[config.mk]
export PLATFORM = sky130hd
export DESIGN_NAME = mm_timer16
export DESIGN_NICKNAME = d
export VERILOG_FILES = /design/src/rtl/tmr_pkg.sv /design/src/rtl/tmr_edge.sv /design/src/rtl/tmr_next.sv /design/src/rtl/mm_timer16.sv
export SDC_FILE = /design/constraint.sdc
export NUM_CORES = 1
export LEC_CHECK = 0
export ABC_AREA = 1
export BUFFER_PORTS_ARGS = -buffer_cell sky130_fd_sc_hd__buf_4
export CORE_UTILIZATION = 40
export CTS_CLUSTER_DIAMETER = 40
export DETAILED_ROUTE_END_ITERATION = 7
export HOLD_SLACK_MARGIN = 0.03
export PLACE_DENSITY_LB_ADDON = 0.3
export SYNTH_ARGS = -nofsm -noshare
export SYNTH_HDL_FRONTEND = slang
export SYNTH_SLANG_ARGS = --single-unit
[constraint.sdc]
create_clock -name clk -period 2.5 [get_ports clk]
set_input_delay 0.125 -clock clk [delete_from_list [all_inputs] [get_ports clk]]
set_output_delay 0.125 -clock clk [all_outputs]
set_load 0.1 [all_outputs]
[src/rtl/tmr_pkg.sv]
// Package: shared types for the multi-mode timer core.
// Assumes: the mode encoding below is the one software writes to mode_i.
package tmr_pkg;
    typedef enum logic [1:0] {
        M_UP   = 2'd0,
        M_DOWN = 2'd1,
        M_UPDN = 2'd2,
        M_DEC  = 2'd3
    } tmr_mode_e;
endpackage

[src/rtl/tmr_edge.sv]
// Module: tmr_edge
// Gives a one-cycle pulse in the cycle in which sig_i is high after having
// been low in the previous cycle.
// Assumes: sig_i is already synchronous to clk.
module tmr_edge (
    input  logic clk,
    input  logic rst_n,
    input  logic sig_i,
    output logic rise_o
);
    logic prev_q;

    // Remember the input level of the previous cycle.
    always_ff @(posedge clk) begin
        if (!rst_n) prev_q <= 1'b0;
        else        prev_q <= sig_i;
    end

    // A rise is the present high level against a low one a cycle earlier.
    always_comb rise_o = sig_i & ~prev_q;
endmodule

[src/rtl/tmr_next.sv]
// Module: tmr_next
// Purely combinational. Works out the count value after one tick, the wrap
// flags, and the direction that follows, for a given mode and step size.
// Assumes: the caller applies the result only on a tick that is taken.
module tmr_next
    import tmr_pkg::*;
#(
    parameter int W = 16
) (
    input  logic [W-1:0] cnt_i,
    input  logic [W-1:0] top_i,
    input  tmr_mode_e    mode_i,
    input  logic         dbl_i,
    input  logic         down_i,
    output logic [W-1:0] nxt_o,
    output logic         ovf_o,
    output logic         unf_o,
    output logic         down_nxt_o
);
    localparam logic [W-1:0] ONE = W'(1);
    localparam logic [W-1:0] TWO = W'(2);

    logic [W-1:0] step;
    logic         is_updn;

    // Pick the step size and note the triangle mode.
    always_comb begin
        step    = dbl_i ? TWO : ONE;
        is_updn = (mode_i == M_UPDN);
    end

    // Next value: wrap at a boundary, otherwise step and stop on a boundary.
    always_comb begin
        ovf_o      = 1'b0;
        unf_o      = 1'b0;
        nxt_o      = cnt_i;
        down_nxt_o = down_i;
        if (!down_i) begin
            if (cnt_i >= top_i) begin
                ovf_o      = 1'b1;
                nxt_o      = is_updn ? (top_i - ONE) : '0;
                down_nxt_o = is_updn;
            end else if ((top_i - cnt_i) < step) begin
                nxt_o = top_i;
            end else begin
                nxt_o = cnt_i + step;
            end
        end else begin
            if (cnt_i == '0) begin
                unf_o      = 1'b1;
                nxt_o      = is_updn ? ONE : top_i;
                down_nxt_o = !is_updn;
            end else if (cnt_i < step) begin
                nxt_o = '0;
            end else begin
                nxt_o = cnt_i - step;
            end
        end
    end
endmodule

[src/rtl/mm_timer16.sv]
// Module: mm_timer16
// Counting core of a general-purpose timer with four modes and a
// double-step option. Holds the count, the TOP limit, the run state and the
// triangle-mode direction. Gives registered one-cycle event pulses.
// Assumes: tick_i comes from a prescaler in the clk domain; dec_clk_i and
// dec_dir_i are already synchronised to clk.
module mm_timer16
    import tmr_pkg::*;
#(
    parameter int W = 16
) (
    input  logic         clk,
    input  logic         rst_n,
    input  logic         tick_i,
    input  logic         cmd_start_i,
    input  logic         cmd_stop_i,
    input  logic         cnt_wr_i,
    input  logic [W-1:0] cnt_wdata_i,
    input  logic         top_wr_i,
    input  logic [W-1:0] top_wdata_i,
    input  logic [1:0]   mode_i,
    input  logic         dbl_i,
    input  logic         dec_dir_i,
    input  logic         dec_clk_i,
    output logic [W-1:0] cnt_o,
    output logic         dir_o,
    output logic         ovf_o,
    output logic         underflow_o,
    output logic         upd_o
);
    localparam logic [W-1:0] TOP_RST = '1;

    tmr_mode_e    mode;
    logic [W-1:0] cnt_q, top_q, nxt;
    logic         run_q, dir_q;
    logic         dec_rise, count_en, down_eff;
    logic         n_ovf, n_unf, n_down;
    logic         ovf_q, unf_q, upd_q;

    // Decode the mode select into the shared enum.
    always_comb mode = tmr_mode_e'(mode_i);

    tmr_edge u_edge (
        .clk    (clk),
        .rst_n  (rst_n),
        .sig_i  (dec_clk_i),
        .rise_o (dec_rise)
    );

    // Effective direction and tick source for the selected mode.
    always_comb begin
        unique case (mode)
            M_UP:    down_eff = 1'b0;
            M_DOWN:  down_eff = 1'b1;
            M_UPDN:  down_eff = dir_q;
            default: down_eff = dec_dir_i;
        endcase
        count_en = run_q && ((mode == M_DEC) ? dec_rise : tick_i);
    end

    tmr_next #(.W(W)) u_next (
        .cnt_i      (cnt_q),
        .top_i      (top_q),
        .mode_i     (mode),
        .dbl_i      (dbl_i),
        .down_i     (down_eff),
        .nxt_o      (nxt),
        .ovf_o      (n_ovf),
        .unf_o      (n_unf),
        .down_nxt_o (n_down)
    );

    // Run state: stop dominates start.
    always_ff @(posedge clk) begin
        if (!rst_n)           run_q <= 1'b0;
        else if (cmd_stop_i)  run_q <= 1'b0;
        else if (cmd_start_i) run_q <= 1'b1;
    end

    // TOP limit register.
    always_ff @(posedge clk) begin
        if (!rst_n)        top_q <= TOP_RST;
        else if (top_wr_i) top_q <= top_wdata_i;
    end

    // Count register: a software write beats a tick.
    always_ff @(posedge clk) begin
        if (!rst_n)        cnt_q <= '0;
        else if (cnt_wr_i) cnt_q <= cnt_wdata_i;
        else if (count_en) cnt_q <= nxt;
    end

    // Triangle direction; it rests at up outside up/down mode.
    always_ff @(posedge clk) begin
        if (!rst_n)                          dir_q <= 1'b0;
        else if (mode != M_UPDN)             dir_q <= 1'b0;
        else if (count_en && !cnt_wr_i)      dir_q <= n_down;
    end

    // Event pulses, raised only for a taken tick without a software write.
    always_ff @(posedge clk) begin
        if (!rst_n) begin
            ovf_q <= 1'b0;
            unf_q <= 1'b0;
            upd_q <= 1'b0;
        end else begin
            ovf_q <= count_en && !cnt_wr_i && n_ovf;
            unf_q <= count_en && !cnt_wr_i && n_unf;
            unique case (mode)
                M_UP:    upd_q <= count_en && !cnt_wr_i && n_ovf;
                M_DEC:   upd_q <= count_en && !cnt_wr_i && (n_ovf || n_unf);
                default: upd_q <= count_en && !cnt_wr_i && n_unf;
            endcase
        end
    end

    // Drive the outputs.
    always_comb begin
        cnt_o       = cnt_q;
        dir_o       = down_eff;
        ovf_o       = ovf_q;
        underflow_o = unf_q;
        upd_o       = upd_q;
    end

    // a stopped core with no write keeps its count.
    p_hold_r2: assert property (@(posedge clk) disable iff (!rst_n)
        (!run_q && !cnt_wr_i) |=> (cnt_o == $past(cnt_o)));

    // a write lands as written and raises no flag.
    p_wr_wins_r9: assert property (@(posedge clk) disable iff (!rst_n)
        cnt_wr_i |=> (cnt_o == $past(cnt_wdata_i)) && !ovf_o && !underflow_o && !upd_o);

    // flags come only from a running tick.
    p_flag_src_r10: assert property (@(posedge clk) disable iff (!rst_n)
        (ovf_o || underflow_o || upd_o) |-> $past(count_en));

    // overflow in up mode lands on zero.
    p_ovf_wrap_r3: assert property (@(posedge clk) disable iff (!rst_n)
        (ovf_o && $past(mode) == M_UP) |-> (cnt_o == '0));

    // underflow in down mode lands on TOP.
    p_unf_wrap_r4: assert property (@(posedge clk) disable iff (!rst_n)
        (underflow_o && $past(mode) == M_DOWN) |-> (cnt_o == $past(top_q)));

    // an update never stands alone.
    p_upd_src_r6: assert property (@(posedge clk) disable iff (!rst_n)
        upd_o |-> (ovf_o || underflow_o));
endmodule

==> metrics.txt <==
top-count cell post-synth=nand2_1; period utilization=1.11; Die ar.=11300 sq um; crit end category=flip-flop; Clock transition at path regs=about 90 ps; initial drt markers=472; layout cell share with drive strength beyond 1=0.281; antenna violations before repair=0; Seq cells post-synth=38; Ys Warns=0; Lkg Pwr=between 3 and 4 nW; Worst Hold Class=in2reg; vias=5300; worst path arrival time=about 3000 ps; hpwl dp=12300 um; max-cap viol count=0; top cells by count, synth=nand2_1 (175), inv_1 (102), a21oi_1 (71); die width=between 100 and 150 um; Post-Syn Instances=721; Netlist cell types=39; largest net degree at the start of global routing=38; WP data required=about 2700 ps; WHS Endpoint=top_q[5]$_SDFFE_PN1P_; clock latency on the worst-skew pair=around 310 ps; Synth area leaders=dfxtp_1 (17%), nand2_1 (15%), inv_1 (8.8%), a21oi_1 (8.2%), ha_1 (7.5%); routability cong.=between 0.9 and 1; crit-path max FO=25; first-pass GRT wire length=~25000 um; critical path type=reg2reg; min Tclk post-route=~2800 ps; r2r startpoint=top_q[0]$_SDFFE_PN1P_; Peak VDD IR=between 300 and 400 uV; First-pass DRT Iterations=6; # rows=37; post-route cell area=about 6000 sq um; Core Footprint=between 10000 and 15000 sq um; relative slew slack=0.490; Seq/Total Area, Yosys=0.175; Root Driver=clkbuf_8; maximum clock rate=361 MHz; worst reg2reg endpoint=cnt_o[2]$_SDFFE_PN0P_; syn_area_per_cell=6.04 sq um; total power draw=roughly 2.6 mW; WHS Path Cells=3; drt wl/cell=approximately 15 um; DIE HEIGHT=roughly 110 um; Fin Clk Skew=7.02 ps; failing checks=negative setup slack; EDFF count, synth=0; via/cell ratio=roughly 5.2; final net count=around 950; pwr dens=431 nW/um^2; reg2reg setup slack=-270 ps; Ports=between 60 and 70; synthesized area=between 4000 and 5000 sq um; diode count=0; Setup-failing EPs final=16; Num CTS Buffers=5; All-Layer GR Usage=0.279; CP startpoint kind=flip-flop; fin. max-slew vios=0; Syn-to-layout area delta=37.8%; total gr overflow=0; Final Hold Vio Count=0; clock sink total=38; hold_sp=top_wdata_i[5]; Worst Setup Slack, final=-268 ps; Synth top area share=0.175; R2R cell count=21; Max clock buf depth=2; Cell Area, Placed=approximately 5700 sq um; clock tree from TritonCTS=built; actual slew at the worst max-slew pin=around 760 ps; DRC violations left=0; Port Buffers=63; pre-CTS setup slack=-329 ps; Initial Util=0.416; Post-Syn Nets=794; async set-or-reset flop fraction in the synthesized netlist=0; outcome=complete, but fails checks; WL final=~15000 um; dominant synthesized flop cell=dfxtp_1; ANT nets after route=0; RSZ-0062 raised after global routing=true; vias in the first global route=around 4900; Yosys top cell by area=dfxtp_1; CTS H-tree lvls=2
==> what timing repair did <==
item	CTS	global route
pin swaps	1	1
endpoints found under the setup margin	17	18
hold buffers	10	0
endpoints found under the hold margin	9	0
cloned	0	0
buffers inserted	0	0
resized for setup	9	9
==> kinds of logic after synthesis <==
family	count (synthesis)	synth area share
compound gates	146	0.191
buf+inv	132	0.121
xor+xnor	34	0.0684
fa+ha+maj	29	0.0885
simple gates	342	0.357
flops	38	0.175
==> sequential cells by signal, summed over array words and instances, names as in the netlist <==
name           cells
underflow_o        1
upd_o              1
run_q              1
top_q             16
ovf_o              1
u_edge.prev_q      1
dir_q              1
cnt_o             16
==> worst max-delay path, stage by stage (launching register included) <==
cell,delay (ps)
dfxtp_2,350
inv_2,50
ha_4,150
fa_1,470
inv_1,40
ha_1,260
o21ai_1,70
nand2_1,50
nor2_1,80
nand3_1,110
nor2_2,110
nand3_2,80
nor2_4,120
nand3_4,80
buf_12,170
nand2_1,70
nand3_1,60
nand2_1,60
nand2_1,50
nand2_1,60
nand2_1,60
a21oi_2,110
==> where the power goes <==
part           leakage (nW)  switching (mW)  total, mW  internal [mW]
clock network        0.0678           0.259      0.605          0.346
registers             0.324          0.0389      0.678          0.639
logic                  2.63           0.805       1.30          0.497
==> cells in the final DEF, fill, tap and decap left out, types with 7 or more instances in the layout <==
master	netlist	routed
nand2_1	175	174
buf_4	1	158
inv_1	102	100
a21oi_1	71	66
nor2_1	56	53
nand3_1	52	48
o21ai_0	43	42
xor2_1	32	31
ha_1	26	24
dfxtp_1	38	21
dfxtp_4	0	14
nand4_1	13	13
nor3_1	11	11
nand2_2	9	10
dlygate4sd3_1	0	10
nor2_2	7	9
nand3_2	4	8
a21oi_2	2	7
==> stage by stage <==
stage               hold slack, ps  setup TNS (ps)   util  instances
finish                        38.8           -3580  0.574       1011
global route                  52.9           -6450  0.574       1011
CTS                           31.7           -3640  0.570       1011
detailed placement             303           -4600  0.545        993
global placement               292           -3530  0.545        993
floorplan                      204           -3160      -        721
==> routing by layer <==
metal / track usage / wire [um] / vias to the layer above
met5: 0 / 0 / -
met4: 0.0833 / 269 / 0
met3: 0.0208 / 987 / 19
met2: 0.435 / 6810 / 206
met1: 0.406 / 7260 / 2426
li1: - / - / 2649
==> how the worst max path moves through the flow <==
stage               slack (ps)                  start                endpoint
global route              -450  top_q[0]$_SDFFE_PN1P_   cnt_o[2]$_SDFFE_PN0P_
detailed placement        -330  top_q[0]$_SDFFE_PN1P_   cnt_o[2]$_SDFFE_PN0P_
CTS                       -270  top_q[0]$_SDFFE_PN1P_   cnt_o[2]$_SDFFE_PN0P_
global placement          -280  cnt_o[1]$_SDFFE_PN0P_  cnt_o[15]$_SDFFE_PN0P_
finish                    -270  top_q[0]$_SDFFE_PN1P_   cnt_o[2]$_SDFFE_PN0P_
floorplan                 -260  cnt_o[0]$_SDFFE_PN0P_  cnt_o[12]$_SDFFE_PN0P_
==> final cells by class <==
type                    instances  area (sq um)
clock buffers                   8           133
fillers                      1050          4460
inverters                     109           409
multi-input cells             551          3170
flip-flops and latches         38           817
well taps                     136           170
repair buffers                169          1310
Power figures use the tool's default switching activity.
